$ cat src/rtl/shb_pkg.sv
// Shared types for the indirect shared register bridge.
// Assumes a 2-bit operation code field in the command word.
package shb_pkg;
    typedef enum logic [1:0] {
        OP_NONE0 = 2'd0,
        OP_NONE1 = 2'd1,
        OP_READ  = 2'd2,
        OP_WRITE = 2'd3
    } op_code_e;

    localparam int OP_W = 2;

    // Returns 1 when the code launches a bus transaction.
    function automatic logic op_launches(input logic [OP_W-1:0] c);
        return (c == OP_READ) || (c == OP_WRITE);
    endfunction
endpackage

$ cat src/rtl/shb_dec.sv
// Host write decoder: decides which host writes are accepted and whether
// a command write launches a bus transaction.
// Assumes host_wr is a single-cycle strobe and busy comes from the sequencer.
module shb_dec
    import shb_pkg::*;
#(
    parameter int DATA_W   = 32,
    parameter int CODE_LSB = 28
) (
    input  logic              host_wr,
    input  logic              host_sel,
    input  logic [DATA_W-1:0] host_wdata,
    input  logic              busy,
    output logic              cmd_we,
    output logic              data_we,
    output logic              launch,
    output logic              launch_write
);
    logic [OP_W-1:0] op_field;

    // Split the strobe into command and data writes, gated by busy.
    always_comb begin
        op_field     = host_wdata[CODE_LSB +: OP_W];
        cmd_we       = host_wr && !host_sel && !busy;
        data_we      = host_wr &&  host_sel && !busy;
        launch       = cmd_we && op_launches(op_field);
        launch_write = (op_field == OP_WRITE);
    end
endmodule

$ cat src/rtl/shb_regs.sv
// Storage for the offset, the operation code and the data word.
// Assumes cap_en (read capture) and data_we are never both set, because
// data writes are blocked while a transaction is in flight.
module shb_regs
    import shb_pkg::*;
#(
    parameter int DATA_W   = 32,
    parameter int OFF_W    = 16,
    parameter int CODE_LSB = 28
) (
    input  logic              clk,
    input  logic              rst_n,
    input  logic              cmd_we,
    input  logic              data_we,
    input  logic [DATA_W-1:0] host_wdata,
    input  logic              cap_en,
    input  logic [DATA_W-1:0] cap_data,
    output logic [OFF_W-1:0]  offset_q,
    output logic [OP_W-1:0]   code_q,
    output logic [DATA_W-1:0] data_q
);
    // Offset and code latch on an accepted command write.
    always_ff @(posedge clk) begin
        if (!rst_n) begin
            offset_q <= '0;
            code_q   <= '0;
        end else if (cmd_we) begin
            offset_q <= host_wdata[OFF_W-1:0];
            code_q   <= host_wdata[CODE_LSB +: OP_W];
        end
    end

    // Data word loads from read capture or from an accepted host write.
    always_ff @(posedge clk) begin
        if (!rst_n) begin
            data_q <= '0;
        end else if (cap_en) begin
            data_q <= cap_data;
        end else if (data_we) begin
            data_q <= host_wdata;
        end
    end
endmodule

$ cat src/rtl/shb_seq.sv
// Request sequencer: holds one internal bus request from launch until ack.
// Assumes the target acknowledges with a one-cycle ib_ack pulse.
module shb_seq (
    input  logic clk,
    input  logic rst_n,
    input  logic launch,
    input  logic launch_write,
    input  logic ib_ack,
    output logic req_q,
    output logic we_q,
    output logic cap_en
);
    // Raise the request on launch, drop it on acknowledge.
    always_ff @(posedge clk) begin
        if (!rst_n) begin
            req_q <= 1'b0;
            we_q  <= 1'b0;
        end else if (!req_q && launch) begin
            req_q <= 1'b1;
            we_q  <= launch_write;
        end else if (req_q && ib_ack) begin
            req_q <= 1'b0;
        end
    end

    // Read data is captured on the acknowledge of a read request.
    always_comb cap_en = req_q && ib_ack && !we_q;
endmodule

$ cat src/rtl/shreg_bridge.sv
// Top of the indirect shared register bridge. A host command word carries
// the offset, the operation code and the busy flag; a host data word holds
// write data or read results. Assumes one outstanding internal transaction.
module shreg_bridge
    import shb_pkg::*;
#(
    parameter int DATA_W   = 32,
    parameter int OFF_W    = 16,
    parameter int CODE_LSB = 28,
    parameter int BUSY_BIT = 31
) (
    input  logic              clk,
    input  logic              rst_n,
    input  logic              host_wr,
    input  logic              host_sel,
    input  logic [DATA_W-1:0] host_wdata,
    output logic [DATA_W-1:0] host_rdata,
    output logic              ib_req,
    output logic              ib_we,
    output logic [OFF_W-1:0]  ib_offset,
    output logic [DATA_W-1:0] ib_wdata,
    input  logic [DATA_W-1:0] ib_rdata,
    input  logic              ib_ack
);
    logic              cmd_we, data_we, launch, launch_write, cap_en, busy;
    logic [OFF_W-1:0]  offset_q;
    logic [OP_W-1:0]   code_q;
    logic [DATA_W-1:0] data_q;
    logic [DATA_W-1:0] cmd_view;

    shb_dec #(.DATA_W(DATA_W), .CODE_LSB(CODE_LSB)) u_dec (
        .host_wr(host_wr), .host_sel(host_sel), .host_wdata(host_wdata),
        .busy(busy), .cmd_we(cmd_we), .data_we(data_we),
        .launch(launch), .launch_write(launch_write)
    );

    shb_regs #(.DATA_W(DATA_W), .OFF_W(OFF_W), .CODE_LSB(CODE_LSB)) u_regs (
        .clk(clk), .rst_n(rst_n), .cmd_we(cmd_we), .data_we(data_we),
        .host_wdata(host_wdata), .cap_en(cap_en), .cap_data(ib_rdata),
        .offset_q(offset_q), .code_q(code_q), .data_q(data_q)
    );

    shb_seq u_seq (
        .clk(clk), .rst_n(rst_n), .launch(launch), .launch_write(launch_write),
        .ib_ack(ib_ack), .req_q(busy), .we_q(ib_we), .cap_en(cap_en)
    );

    // Assemble the command word view from its fields.
    always_comb begin
        cmd_view                      = '0;
        cmd_view[OFF_W-1:0]           = offset_q;
        cmd_view[CODE_LSB +: OP_W]    = code_q;
        cmd_view[BUSY_BIT]            = busy;
    end

    // Host read mux and internal bus drive.
    always_comb begin
        host_rdata = host_sel ? data_q : cmd_view;
        ib_req     = busy;
        ib_offset  = offset_q;
        ib_wdata   = data_q;
    end
endmodule

$ cat config.mk
export PLATFORM = sky130hd
export DESIGN_NAME = shreg_bridge
export DESIGN_NICKNAME = d
export VERILOG_FILES = /design/src/rtl/shb_pkg.sv /design/src/rtl/shb_dec.sv /design/src/rtl/shb_regs.sv /design/src/rtl/shb_seq.sv /design/src/rtl/shreg_bridge.sv
export SDC_FILE = /design/constraint.sdc
export NUM_CORES = 1
export LEC_CHECK = 0
export CAP_MARGIN = 0
export CELL_PAD_IN_SITES_DETAIL_PLACEMENT = 1
export CELL_PAD_IN_SITES_GLOBAL_PLACEMENT = 2
export CORE_AREA = 2 2 109 111
export DETAILED_ROUTE_END_ITERATION = 10
export DIE_AREA = 0 0 111 113
export GPL_TIMING_DRIVEN = 1
export PLACE_DENSITY_LB_ADDON = 0.2
export SETUP_SLACK_MARGIN = 0.02
export SLEW_MARGIN = 20
export SYNTH_ARGS = -nofsm -noshare
export SYNTH_HDL_FRONTEND = slang
export SYNTH_SLANG_ARGS = --single-unit
export TNS_END_PERCENT = 10
$ cat constraint.sdc
create_clock -name clk -period 3.66 [get_ports clk]
set_clock_uncertainty 0.1 [all_clocks]
set_input_delay 0.366 -clock clk [delete_from_list [all_inputs] [get_ports clk]]
set_output_delay 0.366 -clock clk [all_outputs]
set_load 0.03 [all_outputs]
==> impl_metrics.csv <==
group,metric,value,unit
outcome,outcome,"completed",
pwr,cellPowerDensity,377,nW/um2
critical_path,cp-start-kind,"primary input",
place,place.gp.congestion,0.682,
detailed_routing,wl_per_cell,17.0,um
yosys,ys_warn_count,0,
yosys,ys_types,21,
yosys,ys_seq_elements,52,
global_routing,gr-total-overflow,0,
layout,final_util,0.367,
die,die-area,12500,um2
critical_path,critPathMaxFanout,35,
clocking,cts.sinks,52,
yosys,syn-num-nets,304,
layout,layout.cells.non_filler,517,
pwr,p_seq_frac,0.406,
layout,layout-drive-gt1-share,0.163,
place,post-dp-hpwl,6.08,mm
place,numPlacedInstances,509,
detailed_routing,drc,0,
critical_path,critical_path_class,"in -> out",
critical_path,path_cells,"buf_2 -> mux2_2 -> clkdlybuf4s50_1",
clocking,clk_pin_slew_worst_paths,0.07,ns
pwr,intPower,1.10,mW
detailed_routing,first_iter_violations,74,
clocking,cts_root_buf,"clkbuf_16",
clocking,postCtsSetupBuffers,0,
global_routing,grt_max_degree,54,
detailed_routing,totalWireLength,8.79,mm
sta,rsz0062_at_grt,"false",
die,dieWidth,111,um
yosys,syn_area_per_cell,10.4,um2
clocking,worstSkewPairLatency,0.28,ns
worst_hold_path,hp-class,"reg -> reg",
sta,tightest_slew,0.981,ns
layout,final_common_cell,"clkdlybuf4s50_1",
global_routing,grt_pass1_wl,13.9,mm
die,coreArea,11300,um2
detailed_routing,vias,2383,
pwr,ir_drop,0.158,mV
place,numPortBuffers,150,
die,num_io_pins,151,
pwr,p_comb_frac,0.287,
clocking,cts_tree,"yes",
detailed_routing,avgViaCountPerCell,4.61,
sta,setup_violations,0,
critical_path,slowest_delay,0.60,ns
yosys,seq_area_frac_synth,0.428,
detailed_routing,drtPass1Iterations,4,
pwr,p_total,1.56,mW
critical_path,crit_required,3.19,ns
clocking,cts_buffers,5,
layout,final_cell_mix,"clkdlybuf4s50_1 (148), dfxtp_1 (52), nand2_1 (39)",
die,initial_utilization,0.216,
global_routing,grt.total_usage,0.139,
layout,layout.nets,442,
yosys,syn_inst,235,
clocking,cts_resized,0,
layout,areaGrowthSynthToFinish,70.3,%
die,die_y,113,um
sta,fin_crit_sh,0.670,
die,num_rows,39,
global_routing,antenna_found_initial,0,
pwr,p_sw,456,uW
sta,setup_tns,0,ns
global_routing,grt_pass1_vias,2523,
critical_path,cp_slowest_cell,"clkdlybuf4s50_1",
sta,period_needed,2.45,ns
critical_path,arrival,1.99,ns
layout,antenna_cells,0,
sta,max_freq,0.408,GHz
detailed_routing,ant_nets,0,
pwr,p_clk_frac,0.307,
yosys,syn_area,2430,um2
sta,maxSlewHeadroom,0.346,
pwr,p_leak,1.51,nW
clocking,clockBufferDepth,2,
sta,hold_viol_final,0,
critical_path,cp-end-kind,"output port",
sta,slew_viol_final,0,
pwr,switching_share,0.292,
clocking,holdBufCountCts,0,
clocking,cts_max_level,2,
run,cap_violations,0,
[sequential cells by signal, summed over array words and instances, names as in the netlist]
signal / cells
u_seq.req_q: 1
u_regs.offset_q: 16
u_regs.code_q: 2
u_regs.data_q: 32
u_seq.we_q: 1
[through the flow]
stage	setup slack, ns	instance area (um2)	hold slack [ns]
global route	1.12	4140	0.386
detailed placement	1.18	4000	0.367
floorplan	2.07	2430	0.333
global placement	1.21	4000	0.359
finish	1.21	4140	0.374
CTS	1.17	4140	0.377
[logic make-up after synthesis]
| kind of cell | count (synthesis) | synth area share |
|---|---|---|
| AOI/OAI and AO/OA | 83 | 0.302 |
| buffers and inverters | 22 | 0.0535 |
| muxes | 21 | 0.0962 |
| DFF | 52 | 0.428 |
| and+or+nand+nor | 57 | 0.120 |
[worst max-delay path, delay by kind of cell]
kind                   cells  cell delay (ns)
buffers and inverters      2             1.19
multiplexers               1             0.41
[worst paths after layout]
| kind | from | end | slack (ns) | cells past startpoint |
|---|---|---|---|---|
| hold reg to reg | u_regs.offset_q[12]$_SDFFE_PN0P_ | u_regs.offset_q[12]$_SDFFE_PN0P_ | 0.37 | 2 |
| setup reg to reg | u_seq.req_q$_SDFFE_PN0P_ | u_seq.we_q$_SDFFE_PN0P_ | 1.83 | 3 |
| setup / recovery | host_sel | host_rdata[13] | 1.21 | 3 |
| hold / removal | u_regs.offset_q[12]$_SDFFE_PN0P_ | u_regs.offset_q[12]$_SDFFE_PN0P_ | 0.37 | 2 |
[cell type report]
cell class                 count  area (um2)
fill                        1301        7130
timing repair buffer         153        1510
multi-input combinational    161        1260
sequential                    52        1040
tap                          143         179
clock buffer                   8         146
[power groups by stage]
stage	clock, mW	combinational (mW)	sequential [mW]
2_1_floorplan	0	0.170	0.713
3_3_place_gp	0	0.449	0.647
4_1_cts	0.502	0.456	0.635
3_5_place_dp	0	0.454	0.648
5_1_grt	0.524	0.476	0.641
6_report	0.479	0.448	0.634
[cell usage after synthesis]
cell | instances | area share
buf_2 | 8 | 0.016
clkbuf_1 | 7 | 0.011
buf_4 | 4 | 0.012
a21boi_1 | 10 | 0.031
o21ai_0 | 1 | 0.0021
or3b_1 | 1 | 0.0036
nand2_1 | 39 | 0.060
o221a_2 | 28 | 0.13
mux2i_1 | 2 | 0.0082
a21oi_1 | 1 | 0.0021
nand3b_4 | 1 | 0.0082
nand3b_2 | 1 | 0.0046
a21boi_0 | 9 | 0.028
o21a_1 | 31 | 0.096
nor3b_4 | 1 | 0.0077
buf_6 | 3 | 0.014
o221a_1 | 3 | 0.014
nand2b_1 | 1 | 0.0026
dfxtp_1 | 52 | 0.43
and2_1 | 13 | 0.033
mux2_2 | 19 | 0.088
[per-layer routing]
metal / vias to the layer above / global-route usage / share of wire
li1: 1135 / - / -
met1: 1142 / 0.181 / 0.46
met2: 102 / 0.234 / 0.46
met3: 4 / 0.0396 / 0.072
met4: 0 / 0.0275 / 0.0069
met5: - / 0 / 0
No activity file was read; power rests on OpenSTA's default activity.
